--- src/rtl/vwd_pkg.sv ---
package vwd_pkg;
  typedef enum logic {
    MODE_SEARCH   = 1'b0,
    MODE_STANDARD = 1'b1
  } vmode_e;
endpackage

--- src/rtl/vwd_sync_edge.sv ---
module vwd_sync_edge (
  input  logic clk,
  input  logic rst_n,
  input  logic tick,
  input  logic level_in,
  output logic rise_o
);
  logic prev_q, prev_d;

  always_comb begin
    prev_d = prev_q;
    if (tick) prev_d = level_in;
  end

  always_ff @(posedge clk or negedge rst_n) begin
    if (!rst_n) prev_q <= 1'b0;
    else        prev_q <= prev_d;
  end

  assign rise_o = tick && level_in && !prev_q;
endmodule

--- src/rtl/vwd_frame_timer.sv ---
module vwd_frame_timer #(
  parameter int WIDE_OPEN    = 488,
  parameter int WIDE_CLOSE   = 576,
  parameter int NARROW_OPEN  = 522,
  parameter int NARROW_CLOSE = 528,
  parameter int FREE_PERIOD  = 525,
  localparam int CNT_W       = $clog2(WIDE_CLOSE + 2)
) (
  input  logic clk,
  input  logic rst_n,
  input  logic tick,
  input  logic restart,
  output logic in_wide,
  output logic in_narrow,
  output logic wide_done,
  output logic narrow_done,
  output logic free_done
);
  localparam logic [CNT_W-1:0] CNT_MAX = CNT_W'(WIDE_CLOSE + 1);

  logic [CNT_W-1:0] cnt_q, cnt_d;

  always_comb begin
    cnt_d = cnt_q;
    if (tick) begin
      if (restart)              cnt_d = CNT_W'(1);
      else if (cnt_q < CNT_MAX) cnt_d = cnt_q + CNT_W'(1);
    end
  end

  always_ff @(posedge clk or negedge rst_n) begin
    if (!rst_n) cnt_q <= '0;
    else        cnt_q <= cnt_d;
  end

  assign in_wide     = (cnt_q >= CNT_W'(WIDE_OPEN))   && (cnt_q <= CNT_W'(WIDE_CLOSE));
  assign in_narrow   = (cnt_q >= CNT_W'(NARROW_OPEN)) && (cnt_q <= CNT_W'(NARROW_CLOSE));
  assign wide_done   = cnt_q >= CNT_W'(WIDE_CLOSE);
  assign narrow_done = cnt_q >= CNT_W'(NARROW_CLOSE);
  assign free_done   = cnt_q >= CNT_W'(FREE_PERIOD);
endmodule

--- src/rtl/vwd_mode_ctrl.sv ---
module vwd_mode_ctrl
  import vwd_pkg::*;
#(
  parameter int LOCKIN_N  = 16,
  parameter int LOSS_N    = 6,
  localparam int LOCKIN_W = $clog2(LOCKIN_N + 1),
  localparam int LOSS_W   = $clog2(LOSS_N + 1)
) (
  input  logic clk,
  input  logic rst_n,
  input  logic tick,
  input  logic sync_rise,
  input  logic pulse_busy,
  input  logic line_locked,
  input  logic in_wide,
  input  logic in_narrow,
  input  logic wide_done,
  input  logic narrow_done,
  input  logic free_done,
  output logic frame_start,
  output logic std_mode,
  output logic free_run
);
  vmode_e              mode_q, mode_d;
  logic [LOCKIN_W-1:0] good_q, good_d;
  logic [LOSS_W-1:0]   miss_q, miss_d;
  logic                fr_q, fr_d;
  logic                accept, timeout;

  always_comb begin
    if (mode_q == MODE_STANDARD) begin
      accept  = sync_rise && !pulse_busy && in_narrow;
      timeout = !accept && narrow_done;
    end else begin
      accept  = sync_rise && !pulse_busy && in_wide;
      timeout = !accept && (fr_q ? free_done : wide_done);
    end
  end

  assign frame_start = tick && (accept || timeout);

  always_comb begin
    mode_d = mode_q;
    good_d = good_q;
    miss_d = miss_q;
    fr_d   = fr_q;
    if (tick) begin
      if (accept)
        fr_d = 1'b0;
      else if (timeout && mode_q == MODE_SEARCH)
        fr_d = 1'b1;

      if (!line_locked) begin
        mode_d = MODE_SEARCH;
        good_d = '0;
        miss_d = '0;
      end else if (mode_q == MODE_SEARCH) begin
        if (accept && in_narrow) begin
          if (good_q == LOCKIN_W'(LOCKIN_N - 1)) begin
            mode_d = MODE_STANDARD;
            good_d = '0;
            miss_d = '0;
          end else if (good_q != LOCKIN_W'(LOCKIN_N)) begin
            good_d = good_q + LOCKIN_W'(1);
          end
        end else if (accept || timeout) begin
          good_d = '0;
        end
      end else begin
        if (accept) begin
          miss_d = '0;
        end else if (timeout) begin
          if (miss_q == LOSS_W'(LOSS_N - 1)) begin
            mode_d = MODE_SEARCH;
            good_d = '0;
            miss_d = '0;
          end else if (miss_q != LOSS_W'(LOSS_N)) begin
            miss_d = miss_q + LOSS_W'(1);
          end
        end
      end
    end
  end

  always_ff @(posedge clk or negedge rst_n) begin
    if (!rst_n) begin
      mode_q <= MODE_SEARCH;
      good_q <= '0;
      miss_q <= '0;
      fr_q   <= 1'b1;
    end else begin
      mode_q <= mode_d;
      good_q <= good_d;
      miss_q <= miss_d;
      fr_q   <= fr_d;
    end
  end

  assign std_mode = (mode_q == MODE_STANDARD);
  assign free_run = fr_q;
endmodule

--- src/rtl/vwd_pulse_gen.sv ---
module vwd_pulse_gen #(
  parameter int PULSE_LEN = 12,
  localparam int PW       = $clog2(PULSE_LEN + 1)
) (
  input  logic clk,
  input  logic rst_n,
  input  logic tick,
  input  logic start,
  output logic busy_o
);
  logic [PW-1:0] left_q, left_d;

  always_comb begin
    left_d = left_q;
    if (tick) begin
      if (start)               left_d = PW'(PULSE_LEN);
      else if (left_q != '0)   left_d = left_q - PW'(1);
    end
  end

  always_ff @(posedge clk or negedge rst_n) begin
    if (!rst_n) left_q <= '0;
    else        left_q <= left_d;
  end

  assign busy_o = (left_q != '0);
endmodule

--- src/rtl/vwin_divider.sv ---
module vwin_divider #(
  parameter int WIDE_OPEN    = 488,
  parameter int WIDE_CLOSE   = 576,
  parameter int NARROW_OPEN  = 522,
  parameter int NARROW_CLOSE = 528,
  parameter int FREE_PERIOD  = 525,
  parameter int LOCKIN_N     = 16,
  parameter int LOSS_N       = 6,
  parameter int PULSE_LEN    = 12
) (
  input  logic clk,
  input  logic rst_n,
  input  logic hl_tick,
  input  logic vsync_in,
  input  logic line_locked,
  output logic vpulse_out,
  output logic std_mode,
  output logic free_run
);
  logic sync_rise, frame_start, busy;
  logic in_wide, in_narrow, wide_done, narrow_done, free_done;

  vwd_sync_edge i_edge (
    .clk(clk), .rst_n(rst_n), .tick(hl_tick),
    .level_in(vsync_in), .rise_o(sync_rise)
  );

  vwd_frame_timer #(
    .WIDE_OPEN(WIDE_OPEN), .WIDE_CLOSE(WIDE_CLOSE),
    .NARROW_OPEN(NARROW_OPEN), .NARROW_CLOSE(NARROW_CLOSE),
    .FREE_PERIOD(FREE_PERIOD)
  ) i_timer (
    .clk(clk), .rst_n(rst_n), .tick(hl_tick), .restart(frame_start),
    .in_wide(in_wide), .in_narrow(in_narrow), .wide_done(wide_done),
    .narrow_done(narrow_done), .free_done(free_done)
  );

  vwd_mode_ctrl #(.LOCKIN_N(LOCKIN_N), .LOSS_N(LOSS_N)) i_mode (
    .clk(clk), .rst_n(rst_n), .tick(hl_tick), .sync_rise(sync_rise),
    .pulse_busy(busy), .line_locked(line_locked),
    .in_wide(in_wide), .in_narrow(in_narrow), .wide_done(wide_done),
    .narrow_done(narrow_done), .free_done(free_done),
    .frame_start(frame_start), .std_mode(std_mode), .free_run(free_run)
  );

  vwd_pulse_gen #(.PULSE_LEN(PULSE_LEN)) i_pulse (
    .clk(clk), .rst_n(rst_n), .tick(hl_tick), .start(frame_start),
    .busy_o(busy)
  );

  assign vpulse_out = busy;
endmodule

--- config.mk ---
export PLATFORM = sky130hd
export DESIGN_NAME = vwin_divider
export DESIGN_NICKNAME = d
export VERILOG_FILES = /design/src/rtl/vwd_pkg.sv /design/src/rtl/vwd_sync_edge.sv /design/src/rtl/vwd_frame_timer.sv /design/src/rtl/vwd_mode_ctrl.sv /design/src/rtl/vwd_pulse_gen.sv /design/src/rtl/vwin_divider.sv
export SDC_FILE = /design/constraint.sdc
export NUM_CORES = 1
export LEC_CHECK = 0
export ABC_AREA = 1
export ABC_CLOCK_PERIOD_IN_PS = 2200
export BUFFER_PORTS_ARGS = -buffer_cell sky130_fd_sc_hd__buf_2
export CAP_MARGIN = 40
export CORE_MARGIN = 2
export CORE_UTILIZATION = 35
export CTS_CLUSTER_DIAMETER = 30
export CTS_CLUSTER_SIZE = 24
export DETAILED_ROUTE_END_ITERATION = 7
export PLACE_DENSITY = 0.59
export RECOVER_POWER = 100
export SETUP_SLACK_MARGIN = 0.4
export SLEW_MARGIN = 20
export SYNTH_ARGS = -nofsm -noshare
export SYNTH_HDL_FRONTEND = slang
export SYNTH_SLANG_ARGS = --single-unit
--- constraint.sdc ---
create_clock -name clk -period 2.2 [get_ports clk]
set_input_delay 0.22 -clock clk [delete_from_list [all_inputs] [get_ports clk]]
set_output_delay 0.22 -clock clk [all_outputs]
set_load 0.01 [all_outputs]
==> impl_metrics.csv, run 1 <==
group,metric,value,unit
routing,via_per_inst,4.69,
routing,drtAntennaViolNets,0,
worst_setup_path,rr_startpoint,"i_timer.cnt_q[0]",
worst_setup_path,worstPathArrival,2.09,ns
final_layout,multi_input_area,1220,um^2
worst_setup_path,r2r_end,"i_timer.cnt_q[5]",
timing,fin_crit_sh,86.7,%
pwr,power.density,758,nW/um^2
die,coreArea,5110,um^2
global_route,grt_pass1_vias,1519,
clock_network,clk_pin_slew_worst_paths,0.09,ns
yosys,syn_area,1850,um^2
clock_network,clk_latency,0.28,ns
outcome,status,"completed",
yosys,synth_warnings,0,
yosys,yosysSeqAreaShare,33.9,%
yosys,synth_cell_types,35,
routing,drt_iter0_markers,60,
yosys,syn_nets,261,
global_route,grt.total_usage,14.5,%
final_layout,fillers,520,
global_route,overflow,0,
routing,drt-wirelength-per-cell,11.9,um
min_path,hp-class,"input pin to register",
final_layout,layout.area.seq,629,um^2
clock_network,cts_sinks,25,
yosys,synth_ff_type,"dfrtp_1",
placement,io_buffers,7,
worst_setup_path,path_class,"register to register",
final_layout,nets,284,
global_route,grt_max_degree,26,
placement,place.gp.congestion,0.830,
timing,finalSetupViolCount,0,
worst_setup_path,cp-end-kind,"register",
timing,tns,0,ns
routing,drt_wl_total,4050,um
timing,slew_headroom,62.3,%
routing,num_vias,1595,
clock_network,root_buffer,"clkbuf_8",
timing,clock_skew,0.00566,ns
worst_setup_path,rrSetupSlack,0.29,ns
worst_setup_path,worstPathRequired,2.38,ns
yosys,ys_ff_latch,25,
run,cap_violations,0,
timing,worstMarginPinSlew,0.566,ns
timing,rsz0062_at_grt,"yes",
timing,fmax,524,MHz
worst_setup_path,reg2reg_depth,12,
yosys,synth_area_per_cell,7.46,um^2
clock_network,tritoncts,"yes",
routing,first_pass_iters,4,
min_path,min_path_cells,3,
worst_setup_path,cp-start-kind,"register",
final_layout,layout.cells.most_common,"nand2_1",
clock_network,max-clock-path-buffers,2,
placement,dpl_cell_area,1950,um^2
yosys,synthCells,248,
timing,maxSlewViolCount,0,
yosys,synth_edf_count,0,
timing,hold_viol_final,0,
die,die_y,76.7,um
min_path,min_from,"vsync_in",
worst_setup_path,critPathLaunch,"i_timer.cnt_q[0]",
clock_network,cts_made_buffers,3,
final_layout,drive_gt1_share,34.4,%
timing,period_needed,1.91,ns
pwr,p_leak,1.05,nW
yosys,yosysTopAreaCellShare,32.5,%
die,start_util,36.2,%
die,io_pins,8,
die,fp.dieW,76.7,um
worst_setup_path,crit_fanout,6,
final_layout,final_cell_mix,"48 x nand2_1, 27 x nor2_1, 22 x dfrtp_1",
final_layout,fin_area,2240,um^2
final_layout,area_delta_synth_final,21.0,%
routing,route.detailed.drc,0,
die,rows,26,
placement,hpwl,2810,um
global_route,grt_pass1_wl,7020,um
yosys,synth_top_cell_by_area,"dfrtp_1",
global_route,antenna_found_initial,0,
clock_network,htree_levels,1,
die,die-area,5890,um^2
final_layout,antenna_cells,0,
yosys,synthArstFlopShare,100,%
min_path,min_to,"i_edge.prev_q",
pwr,vdd_drop_max,436,uV
yosys,synth_area_leaders,"dfrtp_1 32%, nand2_1 12%, nand3_1 5.9%",
[how the worst max path moves through the flow]
stage,depth (start not counted),slack (ns),to
2_1_floorplan,11,0.51,i_timer.cnt_q[7]
3_3_place_gp,12,0.26,i_timer.cnt_q[9]
3_5_place_dp,12,0.25,i_timer.cnt_q[9]
4_1_cts,10,0.41,i_timer.cnt_q[5]
5_1_grt,13,0.14,i_mode.miss_q[2]
6_report,12,0.29,i_timer.cnt_q[5]
[metrics by stage]
step / util, % / power (mW) / setup slack, ns / instances / hold slack [ns]
after floorplan: - / 1.12 / 0.513 / 248 / -0.0756
after global placement: 38.1 / 1.23 / 0.261 / 324 / 0.258
after detailed placement: 38.1 / 1.24 / 0.246 / 324 / 0.254
after CTS: 41.0 / 1.63 / 0.408 / 335 / 0.160
after global routing: 43.8 / 1.84 / 0.142 / 340 / 0.187
final: 43.8 / 1.70 / 0.292 / 340 / 0.166
[layout make-up]
cell class / count / share of cell area [%]
Clock buffer: 4 / 2.01
Inverter: 31 / 5.53
Multi-Input combinational cell: 190 / 54.3
Sequential cell: 25 / 28.1
Tap cell: 70 / 3.91
Timing Repair Buffer: 20 / 6.09
[registers in the layout, indices dropped and copies added, names as in the netlist]
signal	flops
i_mode.good_q	5
i_pulse.left_q	4
i_timer.cnt_q	10
i_mode.std_mode	1
i_mode.free_run	1
i_edge.prev_q	1
i_mode.miss_q	3
[worst max-delay path, stage by stage, from the launching register on]
cell,delay [ns]
dfrtp_1,0.40
inv_1,0.15
ha_1,0.25
nand2_2,0.07
inv_2,0.06
nand4_1,0.11
nand2_2,0.11
nand2_4,0.08
nand2_2,0.09
nand2_4,0.10
nand3_4,0.12
nand2_8,0.09
and3_4,0.15
[metal layers]
layer	GRT usage (%)	vias up	part of all wire [%]	wire, um
met5	0	-	0	0
met3	1.65	5	2.4	96
met1	21.5	729	51	2070
met4	4.91	0	1.6	63
li1	-	841	-	-
met2	21.8	20	45	1820
[what timing repair did]
| item | in CTS | in global routing |
|---|---|---|
| resized for setup | 11 | 40 |
| buffers inserted | 5 | 5 |
| hold buffers | 1 | 0 |
| endpoints found under the setup margin | 22 | 23 |
| pin swaps | 6 | 22 |
| gates cloned | 1 | 0 |
| hold endpoints to repair | 24 | 0 |
[synthesized netlist by cell type (4+ instances only)]
| cell type | number |
|---|---|
| nand2_1 | 59 |
| nor3_1 | 5 |
| nand3_1 | 22 |
| a21oi_1 | 5 |
| nor2_1 | 29 |
| inv_2 | 4 |
| nor4_1 | 5 |
| nand3_2 | 4 |
| dfrtp_1 | 24 |
| nand2_2 | 10 |
| xor2_1 | 5 |
| inv_1 | 26 |
| o21ai_0 | 6 |
| ha_1 | 8 |
| nor2_2 | 8 |
[report_power, final]
part / switching [mW] / internal, mW
clock: 0.158 / 0.130
combinational: 0.439 / 0.308
sequential: 0.102 / 0.558
total: 0.700 / 0.996
[logic make-up after synthesis]
family	synth area share, %
and+or+nand+nor	42.3
DFF	33.9
adders and majority gates	5.41
buffers and inverters	8.52
xor gates and xnor gates	3.79
AOI/OAI and AO/OA	6.09
(Power assumes the default switching activity.)
==> run 2, diff against run 1 <==
ABC_CLOCK_PERIOD_IN_PS = 1800   (was 2200)
BUFFER_PORTS_ARGS = default   (was -buffer_cell sky130_fd_sc_hd__buf_2)
DONT_BUFFER_PORTS = 1   (was default)
PLACE_DENSITY = 0.58   (was 0.59)
clock period = 1.8 ns   (was 2.2 ns; I/O delays follow)
==> run 2 against run 1 <==
Wire length increased by 0.67%; combinational power grew 26%; maximum frequency up 8.8%; global-route usage is 0.52 points higher; cell count is 0.88% lower; clock skew increased by 0.00093 ns; critical path type unchanged.
==> impl_metrics.csv, run 2 (synthesis results as in run 1) <==
group,metric,value,unit
outcome,status,"completed",
pwr,seqPwrFrac,38.4,%
min_path,min_from,"hl_tick",
final_layout,reg_top3,"i_timer.cnt_q x10, i_mode.good_q x5, i_pulse.left_q x4",
routing,drt_iter0_markers,93,
global_route,antenna_found_initial,0,
clock_network,max-clock-path-buffers,2,
final_layout,drive_gt1_share,31.8,%
worst_setup_path,path_class,"register to register",
global_route,use_met1,20.1,%
final_layout,fin_area,2240,um^2
routing,drt-wirelength-per-cell,12.1,um
pwr,vdd_drop_max,596,uV
global_route,busiest_layer,"met2",
timing,fmax,570,MHz
placement,place.gp.congestion,0.835,
routing,via_per_inst,4.75,
worst_setup_path,rr_startpoint,"i_timer.cnt_q[1]",
clock_network,tritoncts,"yes",
die,die_y,76.7,um
final_layout,layout.cells.most_common,"nand2_1",
clock_network,root_buffer,"clkbuf_8",
timing,tns,0,ns
die,die-area,5890,um^2
worst_setup_path,reg2reg_depth,11,
final_layout,nets,281,
worst_setup_path,worstPathArrival,1.97,ns
worst_setup_path,cp-end-kind,"register",
global_route,overflow,0,
pwr,p_comb_share,45.0,%
placement,hpwl,2950,um
worst_setup_path,worstPathRequired,2.02,ns
worst_setup_path,crit_fanout,6,
global_route,grt_max_degree,26,
final_layout,regMostFlops,"i_timer.cnt_q",
die,fp.dieW,76.7,um
die,coreArea,5110,um^2
min_path,min_to,"i_edge.prev_q",
routing,route.detailed.drc,0,
timing,fin_crit_sh,97.4,%
global_route,grt_pass1_wl,7140,um
global_route,grt.total_usage,15.0,%
clock_network,cts_sinks,25,
pwr,netSwitchingPower,0.840,mW
final_layout,largest_register_ffs,10,
min_path,min_path_cells,2,
timing,period_needed,1.75,ns
pwr,power.density,932,nW/um^2
die,io_pins,8,
timing,maxSlewViolCount,0,
placement,dpl_cell_area,1980,um^2
global_route,grt_use_met2,24.3,%
clock_network,clk_pin_slew_worst_paths,0.09,ns
die,rows,26,
worst_setup_path,r2r_end,"i_timer.cnt_q[5]",
pwr,sw_frac_of_total,40.3,%
routing,first_pass_iters,4,
worst_setup_path,rrSetupSlack,0.05,ns
global_route,grt_pass1_vias,1575,
clock_network,htree_levels,1,
min_path,hp-class,"input pin to register",
final_layout,final_cell_mix,"51 x nand2_1, 26 x nor2_1, 24 x dfrtp_1",
routing,drtAntennaViolNets,0,
run,cap_violations,0,
timing,worstMarginPinSlew,1.38,ns
timing,slew_headroom,7.81,%
placement,io_buffers,0,
global_route,met3_usage,2.24,%
timing,clock_skew,0.00659,ns
clock_network,clk_latency,0.28,ns
pwr,p_leak,1.05,nW
routing,drt_wl_total,4080,um
die,start_util,36.2,%
final_layout,antenna_cells,0,
clock_network,cts_made_buffers,3,
pwr,clkPwrFrac,16.6,%
timing,hold_viol_final,0,
worst_setup_path,cp-start-kind,"register",
final_layout,area_delta_synth_final,21.0,%
routing,num_vias,1602,
pwr,p_int,1.25,mW
timing,finalSetupViolCount,0,
timing,rsz0062_at_grt,"yes",
-- run 2: changes by cell type in the layout (fill, tap and decap cells not counted), sizes merged --
cell	delta
clkinv	+1
buf	-3
dlygate4sd3	+1
clkbuf	-2
-- run 2: power groups by stage --
stage,sequential (mW),combinational (mW),clock (mW)
3_3_place_gp,0.813,0.769,0
2_1_floorplan,0.793,0.606,0
6_report,0.801,0.939,0.347
4_1_cts,0.802,0.906,0.361
5_1_grt,0.821,1.06,0.382
3_5_place_dp,0.815,0.768,0
-- run 2: layout make-up --
type | instances | area (um^2)
Clock buffer | 3 | 41.3
Tap cell | 70 | 87.6
Inverter | 31 | 119
Sequential cell | 25 | 627
Clock inverter | 1 | 5.00
Timing Repair Buffer | 17 | 129
Fill cell | 509 | 2870
Multi-Input combinational cell | 190 | 1230
-- run 2: routing by layer --
metal / vias to the layer above / routed length [um] / part of all wire (%)
met3: 7 / 131 / 3.2
met1: 738 / 1900 / 47
met2: 25 / 1970 / 48
met5: - / 0 / 0
li1: 832 / - / -
met4: 0 / 76 / 1.9
-- run 2: how the worst max path moves through the flow --
stage | from | end | slack (ns) | cells after the start
after floorplan | i_pulse.left_q[0] | i_timer.cnt_q[7] | 0.19 | 12
after global placement | i_timer.cnt_q[1] | i_mode.miss_q[2] | -0.007 | 13
after detailed placement | i_timer.cnt_q[1] | i_mode.good_q[0] | 0.005 | 13
after CTS | i_timer.cnt_q[1] | i_mode.good_q[0] | 0.02 | 14
after global routing | i_timer.cnt_q[1] | i_timer.cnt_q[5] | -0.1 | 11
final | i_timer.cnt_q[1] | i_timer.cnt_q[5] | 0.05 | 11
-- run 2: metrics by stage --
| step | power, mW | setup slack, ns | hold WS (ns) | std cells | util, % |
|---|---|---|---|---|---|
| 2_1_floorplan | 1.40 | 0.187 | -0.116 | 248 | - |
| 3_3_place_gp | 1.58 | -0.00739 | -0.115 | 323 | 38.8 |
| 3_5_place_dp | 1.58 | 0.00463 | -0.115 | 323 | 38.8 |
| 4_1_cts | 2.07 | 0.0247 | 0.0187 | 335 | 42.6 |
| 5_1_grt | 2.27 | -0.0994 | 0.0234 | 337 | 43.8 |
| 6_report | 2.09 | 0.0464 | 0.0196 | 337 | 43.8 |
-- run 2: repair_timing --
item,4_1_cts,5_1_grt
endpoints found under the hold margin,28,0
resized for setup,16,17
hold buffers,3,0
buffers inserted,4,2
setup endpoints to repair,24,24
gates cloned,1,0
pin swaps,9,14
-- run 2: critical path: stages (launching register included) --
cell and delay (ns):
dfrtp_1 0.40, inv_2 0.12, ha_4 0.15, nand3_2 0.07, nor2_1 0.09, nand2_1 0.05, nand2_1 0.06, nand3_2 0.11
nand3_4 0.16, nand3_4 0.16, nand2_8 0.14, and3_4 0.17
